$ cat config.mk
export PLATFORM = sky130hd
export DESIGN_NAME = dual_lfsr_codegen
export DESIGN_NICKNAME = d
export VERILOG_FILES = /design/src/rtl/dlc_pkg.sv /design/src/rtl/dlc_cfg_bank.sv /design/src/rtl/dlc_shift_seg.sv /design/src/rtl/dlc_period_ctr.sv /design/src/rtl/dual_lfsr_codegen.sv
export SDC_FILE = /design/constraint.sdc
export NUM_CORES = 1
export LEC_CHECK = 0
export ABC_AREA = 1
export BUFFER_PORTS_ARGS = -buffer_cell sky130_fd_sc_hd__clkbuf_2
export CAP_MARGIN = 20
export CORE_ASPECT_RATIO = 1.5
export CORE_MARGIN = 2
export CORE_UTILIZATION = 45
export DETAILED_ROUTE_END_ITERATION = 10
export GPL_ROUTABILITY_DRIVEN = 1
export GPL_TIMING_DRIVEN = 1
export MAX_ROUTING_LAYER = met4
export SYNTH_ARGS = -nofsm -noshare
export SYNTH_HDL_FRONTEND = slang
export SYNTH_SLANG_ARGS = --single-unit
export TNS_END_PERCENT = 30
$ cat constraint.sdc
create_clock -name clk -period 2.1 [get_ports clk]
set_clock_uncertainty 0.1 [all_clocks]
set_input_delay 0.105 -clock clk [delete_from_list [all_inputs] [get_ports clk]]
set_output_delay 0.105 -clock clk [all_outputs]
set_load 0.02 [all_outputs]
$ cat src/rtl/dlc_pkg.sv
package dlc_pkg;

   // Staging register select codes
   typedef enum logic [2:0] {
      CFG_INIT_A  = 3'd0,
      CFG_INIT_B  = 3'd1,
      CFG_FB_A    = 3'd2,
      CFG_FB_B    = 3'd3,
      CFG_OUT_A   = 3'd4,
      CFG_OUT_B   = 3'd5,
      CFG_PERIOD  = 3'd6,
      CFG_ARRANGE = 3'd7
   } cfg_sel_e;

   // Register arrangement
   typedef enum logic {
      ARR_SPLIT   = 1'b0,
      ARR_CHAINED = 1'b1
   } arrange_e;

   localparam int NUM_SEG = 2;

endpackage

$ cat src/rtl/dlc_cfg_bank.sv
module dlc_cfg_bank
   import dlc_pkg::*;
#(
   parameter int SEG_W    = 14,
   parameter int PERIOD_W = 20,
   parameter int DATA_W   = 20,
   parameter int NSEG     = NUM_SEG
) (
   input  logic                       clk,
   input  logic                       rst_n,
   input  logic                       cfg_we,
   input  logic [2:0]                 cfg_addr,
   input  logic [DATA_W-1:0]          cfg_wdata,
   input  logic                       commit,
   output logic [NSEG-1:0][SEG_W-1:0] stg_init,
   output logic [NSEG-1:0][SEG_W-1:0] act_init,
   output logic [NSEG-1:0][SEG_W-1:0] act_fb,
   output logic [NSEG-1:0][SEG_W-1:0] act_out,
   output logic [PERIOD_W-1:0]        act_period,
   output logic                       act_mode
);

   logic [NSEG-1:0][SEG_W-1:0] stg_fb;
   logic [NSEG-1:0][SEG_W-1:0] stg_out;
   logic [PERIOD_W-1:0]        stg_period;
   logic                       stg_mode;
   logic [SEG_W-1:0]           wr_seg;

   assign wr_seg = cfg_wdata[SEG_W-1:0];

   // Staging bank: written by software, never seen by the shift logic
   always_ff @(posedge clk or negedge rst_n) begin
      if (!rst_n) begin
         stg_init   <= '0;
         stg_fb     <= '0;
         stg_out    <= '0;
         stg_period <= '0;
         stg_mode   <= ARR_SPLIT;
      end else if (cfg_we) begin
         case (cfg_sel_e'(cfg_addr))
            CFG_INIT_A:  stg_init[0] <= wr_seg;
            CFG_INIT_B:  stg_init[1] <= wr_seg;
            CFG_FB_A:    stg_fb[0]   <= wr_seg;
            CFG_FB_B:    stg_fb[1]   <= wr_seg;
            CFG_OUT_A:   stg_out[0]  <= wr_seg;
            CFG_OUT_B:   stg_out[1]  <= wr_seg;
            CFG_PERIOD:  stg_period  <= cfg_wdata[PERIOD_W-1:0];
            CFG_ARRANGE: stg_mode    <= cfg_wdata[0];
            default:     stg_mode    <= stg_mode;
         endcase
      end
   end

   // Working set: changes only on commit
   always_ff @(posedge clk or negedge rst_n) begin
      if (!rst_n) begin
         act_init   <= '0;
         act_fb     <= '0;
         act_out    <= '0;
         act_period <= '0;
         act_mode   <= ARR_SPLIT;
      end else if (commit) begin
         act_init   <= stg_init;
         act_fb     <= stg_fb;
         act_out    <= stg_out;
         act_period <= stg_period;
         act_mode   <= stg_mode;
      end
   end

endmodule

$ cat src/rtl/dlc_shift_seg.sv
module dlc_shift_seg #(
   parameter int SEG_W = 14
) (
   input  logic             clk,
   input  logic             rst_n,
   input  logic             reload,
   input  logic [SEG_W-1:0] reload_val,
   input  logic             shift,
   input  logic             ser_in,
   input  logic [SEG_W-1:0] fb_mask,
   input  logic [SEG_W-1:0] out_mask,
   output logic [SEG_W-1:0] state,
   output logic             fb_par,
   output logic             out_par,
   output logic             top_bit
);

   always_ff @(posedge clk or negedge rst_n) begin
      if (!rst_n) begin
         state <= '0;
      end else if (reload) begin
         state <= reload_val;
      end else if (shift) begin
         state <= {state[SEG_W-2:0], ser_in};
      end
   end

   assign fb_par  = ^(state & fb_mask);
   assign out_par = ^(state & out_mask);
   assign top_bit = state[SEG_W-1];

endmodule

$ cat src/rtl/dlc_period_ctr.sv
module dlc_period_ctr #(
   parameter int PERIOD_W = 20
) (
   input  logic                clk,
   input  logic                rst_n,
   input  logic                restart,
   input  logic                advance,
   input  logic [PERIOD_W-1:0] period,
   output logic [PERIOD_W-1:0] cnt,
   output logic                wrap
);

   localparam logic [PERIOD_W-1:0] ONE = PERIOD_W'(1);

   assign wrap = advance && (period != '0) && (cnt == period - ONE);

   always_ff @(posedge clk or negedge rst_n) begin
      if (!rst_n) begin
         cnt <= '0;
      end else if (restart || wrap) begin
         cnt <= '0;
      end else if (advance) begin
         cnt <= cnt + ONE;
      end
   end

endmodule

$ cat src/rtl/dual_lfsr_codegen.sv
module dual_lfsr_codegen
   import dlc_pkg::*;
#(
   parameter int SEG_W    = 14,
   parameter int PERIOD_W = 20,
   parameter int DATA_W   = 20,
   parameter bit CHAIN_EN = 1'b1
) (
   input  logic              clk,
   input  logic              rst_n,
   input  logic              cfg_we,
   input  logic [2:0]        cfg_addr,
   input  logic [DATA_W-1:0] cfg_wdata,
   input  logic              load,
   input  logic              chip_en,
   output logic              code_out
);

   localparam int NSEG = NUM_SEG;

   // Elaboration-time parameter checks
   if (SEG_W < 2) begin : g_bad_seg
      $error("dual_lfsr_codegen: SEG_W must be at least 2");
   end
   if (DATA_W < SEG_W || DATA_W < PERIOD_W) begin : g_bad_data
      $error("dual_lfsr_codegen: DATA_W must cover SEG_W and PERIOD_W");
   end
   if (PERIOD_W < 1) begin : g_bad_period
      $error("dual_lfsr_codegen: PERIOD_W must be positive");
   end

   logic [NSEG-1:0][SEG_W-1:0] stg_init;
   logic [NSEG-1:0][SEG_W-1:0] act_init;
   logic [NSEG-1:0][SEG_W-1:0] act_fb;
   logic [NSEG-1:0][SEG_W-1:0] act_out;
   logic [PERIOD_W-1:0]        act_period;
   logic                       act_mode;
   logic [PERIOD_W-1:0]        period_cnt;
   logic                       wrap;
   logic                       advance;
   logic                       chained;

   logic [NSEG-1:0][SEG_W-1:0] seg_state;
   logic [NSEG-1:0]            fb_par;
   logic [NSEG-1:0]            out_par;
   logic [NSEG-1:0]            top_bit;
   logic [NSEG-1:0]            ser_in;

   assign advance = chip_en & ~load;

   dlc_cfg_bank #(
      .SEG_W    (SEG_W),
      .PERIOD_W (PERIOD_W),
      .DATA_W   (DATA_W),
      .NSEG     (NSEG)
   ) u_cfg (
      .clk        (clk),
      .rst_n      (rst_n),
      .cfg_we     (cfg_we),
      .cfg_addr   (cfg_addr),
      .cfg_wdata  (cfg_wdata),
      .commit     (load),
      .stg_init   (stg_init),
      .act_init   (act_init),
      .act_fb     (act_fb),
      .act_out    (act_out),
      .act_period (act_period),
      .act_mode   (act_mode)
   );

   dlc_period_ctr #(
      .PERIOD_W (PERIOD_W)
   ) u_period (
      .clk     (clk),
      .rst_n   (rst_n),
      .restart (load),
      .advance (advance),
      .period  (act_period),
      .cnt     (period_cnt),
      .wrap    (wrap)
   );

   // Chaining variant
   if (CHAIN_EN) begin : g_chain
      assign chained = (act_mode == ARR_CHAINED);
   end else begin : g_no_chain
      assign chained = 1'b0;
   end

   // Serial inputs for each segment
   always_comb begin
      if (chained) begin
         ser_in[0] = ^fb_par;
         ser_in[1] = top_bit[0];
      end else begin
         ser_in = fb_par;
      end
   end

   for (genvar i = 0; i < NSEG; i++) begin : g_seg
      dlc_shift_seg #(
         .SEG_W (SEG_W)
      ) u_seg (
         .clk        (clk),
         .rst_n      (rst_n),
         .reload     (load | wrap),
         .reload_val (load ? stg_init[i] : act_init[i]),
         .shift      (advance & ~wrap),
         .ser_in     (ser_in[i]),
         .fb_mask    (act_fb[i]),
         .out_mask   (act_out[i]),
         .state      (seg_state[i]),
         .fb_par     (fb_par[i]),
         .out_par    (out_par[i]),
         .top_bit    (top_bit[i])
      );
   end

   assign code_out = ^out_par;

endmodule

==> flow_metrics.env <==
export IMPL_seq_area_frac_synth_pct=53.4
export IMPL_synth_seq_cells=258
export IMPL_detailedRoute_firstIterationViolations=564
export IMPL_synth_top_cells_by_count="633 x sky130_fd_sc_hd__nand2_1, 258 x sky130_fd_sc_hd__dfrtp_1, 156 x sky130_fd_sc_hd__o21ai_0, 128 x sky130_fd_sc_hd__inv_1, 80 x sky130_fd_sc_hd__nor2_1"
export IMPL_slew_limit_headroom_pct=60.5
export IMPL_drt_met1_wl_mm=13.5
export IMPL_cts_max_path_buffers=3
export IMPL_timing_max_transition_violations_final=0
export IMPL_layout_drive_gt1_share_pct=16.7
export IMPL_rsz0062_at_grt="yes"
export IMPL_cts_buffers=26
export IMPL_start_kind="flip-flop"
export IMPL_ys_top_cells_by_area="sky130_fd_sc_hd__dfrtp_1 53%, sky130_fd_sc_hd__nand2_1 20%, sky130_fd_sc_hd__o21ai_0 6.5%"
export IMPL_run_status="finished with violations"
export IMPL_worst_slew_pin_slew_ps=590
export IMPL_synthFlopType="sky130_fd_sc_hd__dfrtp_1"
export IMPL_detailroute_via_count=9944
export IMPL_violations_in_the_final_reports="negative setup slack"
export IMPL_insertion_delay_ps=540
export IMPL_ctsHtreeMaxLevel=1
export IMPL_die_x_um=138
export IMPL_worst_ir_drop_on_vdd_mv=1.23
export IMPL_netlist_area_um2=12100
export IMPL_yosys_area_top_type_share_pct=53.4
export IMPL_route_detailed_drc=0
export IMPL_layout_setup_ws_ps=-434
export IMPL_setup_worst_path_end_class="flip-flop"
export IMPL_synth_lib_cells_used_distinct=29
export IMPL_globalplace_congestion=0.843
export IMPL_grt_total_usage_pct=24.3
export IMPL_yosysWarningCount=0
export IMPL_clk_transition_reported_paths_ps=70
export IMPL_drv_max_cap_violation_count=0
export IMPL_synth_nets=1544
export IMPL_crit_required_ps=2430
export IMPL_final_hold_worst_slack_ps=10.5
export IMPL_timing_critical_path_fanout_max=8
export IMPL_grt_pass1_vias=9917
export IMPL_placement_rows=73
export IMPL_max_freq_mhz=395
export IMPL_leakagePower_nw=7.79
export IMPL_route_antenna_remaining_nets=0
export IMPL_hold_path_class="input port to asynchronous set/reset pin"
export IMPL_drt_total_wl_mm=32.3
export IMPL_finalCriticalPeriod_ps=2530
export IMPL_globalRoute_totalOverflow=0
export IMPL_netlist_instances=1513
export IMPL_kind_of_critical_path="flip-flop to flip-flop"
export IMPL_boundaryPins=29
export IMPL_drt_first_pass_iters=5
export IMPL_core_region_area_um2=26500
export IMPL_dr_max_layer_used="met4"
export IMPL_grt_max_degree=67
export IMPL_die_height_um=205
export IMPL_dp_final_hpwl_mm=20.9
export IMPL_synthToLayoutAreaGrowth_pct=23.6
export IMPL_synth_area_per_cell_um2=7.99
export IMPL_layout_nets=1693
export IMPL_grt_first_pass_wirelength_mm=51.2
export IMPL_met2RoutedLength_mm=16.9
export IMPL_synth_most_common_cell="sky130_fd_sc_hd__nand2_1"
export IMPL_die_footprint_um2=28200
export IMPL_cts_sinks=258
export IMPL_finalHoldViolCount=0
export IMPL_avgRoutedWirePerCell_um=16.0
export IMPL_worstPathArrival_ps=2860
export IMPL_antenna_diode_count=0
export IMPL_power_per_cell_area_nw_per_um2=1020
export IMPL_asyncSetResetFlopFracSynth_pct=100
export IMPL_post_route_period_util_pct=121
export IMPL_synth_top_cell_by_area="sky130_fd_sc_hd__dfrtp_1"
export IMPL_detail_route_vias_per_cell=4.93
export IMPL_initial_antenna_violation_count=0
export IMPL_tritoncts="yes"
export IMPL_count_of_final_setup_violators=49
export IMPL_start_util_pct=45.6
export IMPL_report_power_total_mw=15.3
export IMPL_route_met3_wl_um=914
export IMPL_cell_at_the_root_of_the_clock_tree="sky130_fd_sc_hd__clkbuf_16"
export IMPL_edff_count_synth=0
export IMPL_port_buffers=28
-- final timing paths --
kind                                                       start                                   end  slack, ps  depth (start not counted)
min in group clk                                         chip_en           u_period.cnt[1]$_DFFE_PN0P_         40                          5
worst min register to register      u_cfg.stg_out[6]$_DFFE_PN0P_          u_cfg.act_out[6]$_DFFE_PN0P_        370                          2
max in group asynchronous                                  rst_n           u_cfg.stg_fb[3]$_DFFE_PN0P_       1070                          3
worst min-delay path                                       rst_n  g_seg[1].u_seg.state[13]$_DFFE_PN0P_         10                          2
worst max-delay path            u_cfg.act_period[10]$_DFFE_PN0P_  g_seg[1].u_seg.state[12]$_DFFE_PN0P_       -430                         15
worst max register to register  u_cfg.act_period[10]$_DFFE_PN0P_  g_seg[1].u_seg.state[12]$_DFFE_PN0P_       -430                         15
-- worst max-delay path, cell delays in order, from the launching register on --
cell,delay (ps)
sky130_fd_sc_hd__dfrtp_1,430
sky130_fd_sc_hd__nor2_2,160
sky130_fd_sc_hd__nand2_1,120
sky130_fd_sc_hd__buf_4,150
sky130_fd_sc_hd__nor2_1,140
sky130_fd_sc_hd__nand2_1,60
sky130_fd_sc_hd__nand2_1,50
sky130_fd_sc_hd__nand3_1,90
sky130_fd_sc_hd__nor2_1,160
sky130_fd_sc_hd__nand3_2,110
sky130_fd_sc_hd__o21bai_4,260
sky130_fd_sc_hd__buf_6,190
sky130_fd_sc_hd__clkbuf_16,180
sky130_fd_sc_hd__nand2_1,60
sky130_fd_sc_hd__o21ai_1,90
sky130_fd_sc_hd__nand2_1,60
-- cell usage in the layout (no fill, tap or decap), drive strengths merged --
cell	n
dfrtp	258
xor2	30
a31oi	1
bufinv	2
nand3b	3
ha	3
a21oi	2
nand3	53
clkinv	6
o21ai	168
o21a	1
nand2	635
o21bai	1
mux2	6
clkbuf	65
nand4	4
inv	128
dlygate4sd3	25
or2	28
nor2	85
buf	121
xnor3	1
xnor2	44
nor3	8
-- registers in the layout, indices dropped and copies added, names as in the netlist --
register           flops
g_seg.u_seg.state     28
u_cfg.act_fb          28
u_cfg.act_init        28
u_cfg.act_mode         1
u_cfg.act_out         28
u_cfg.act_period      20
u_cfg.stg_fb          28
u_cfg.stg_init        28
u_cfg.stg_mode         1
u_cfg.stg_out         28
u_cfg.stg_period      20
u_period.cnt          20
-- power by group --
part	switching, mW	total [mW]	internal, mW
clock	1.93	4.71	2.78
combinational	2.33	4.30	1.97
sequential	0.495	6.30	5.80
-- timing repair --
item                                    in CTS  in global routing
gates cloned                                 2                  3
gates resized for setup                     38                 31
endpoints found under the setup margin      49                 49
hold endpoints to repair                   363                  0
hold buffers                                25                  0
pin swaps                                   12                 14
setup buffers                                6                  9
-- cell type report --
class	instances	area, um2
well taps	337	422
multi-input cells	1073	5180
flip-flops and latches	258	6460
clock inverters	8	90.1
repair buffers	175	1550
inverters	128	483
fillers	2515	11500
clock buffers	36	769
-- cell families (layout without fill, tap and decap cells) --
logic type / Yosys count / after routing / synth area share (%)
xor+xnor: 75 / 75 / 5.55
flops: 258 / 258 / 53.4
buf+inv: 182 / 347 / 5.89
mux: 6 / 6 / 0.559
fa+ha+maj: 3 / 3 / 0.310
compound gates: 173 / 173 / 7.31
simple gates: 816 / 816 / 27.0
-- metal layers --
| metal | track usage [%] | up-vias |
|---|---|---|
| met3 | 2.15 | 58 |
| li1 | - | 4975 |
| met4 | 7.18 | 0 |
| met2 | 43.1 | 147 |
| met5 | - | - |
| met1 | 29.1 | 4764 |
-- per-stage QoR --
step	instance area [um2]	util, %	setup WS, ps	setup TNS, ps	std cells
2_1_floorplan	12100	-	0.814	0	1513
3_3_place_gp	13300	50.3	-305	-11690	1926
3_5_place_dp	13300	50.3	-343	-13510	1926
4_1_cts	14700	55.6	-362	-14290	2003
5_1_grt	14900	56.4	-546	-23550	2015
6_report	14900	56.4	-434	-16970	2015
Power figures use the tool's default switching activity.
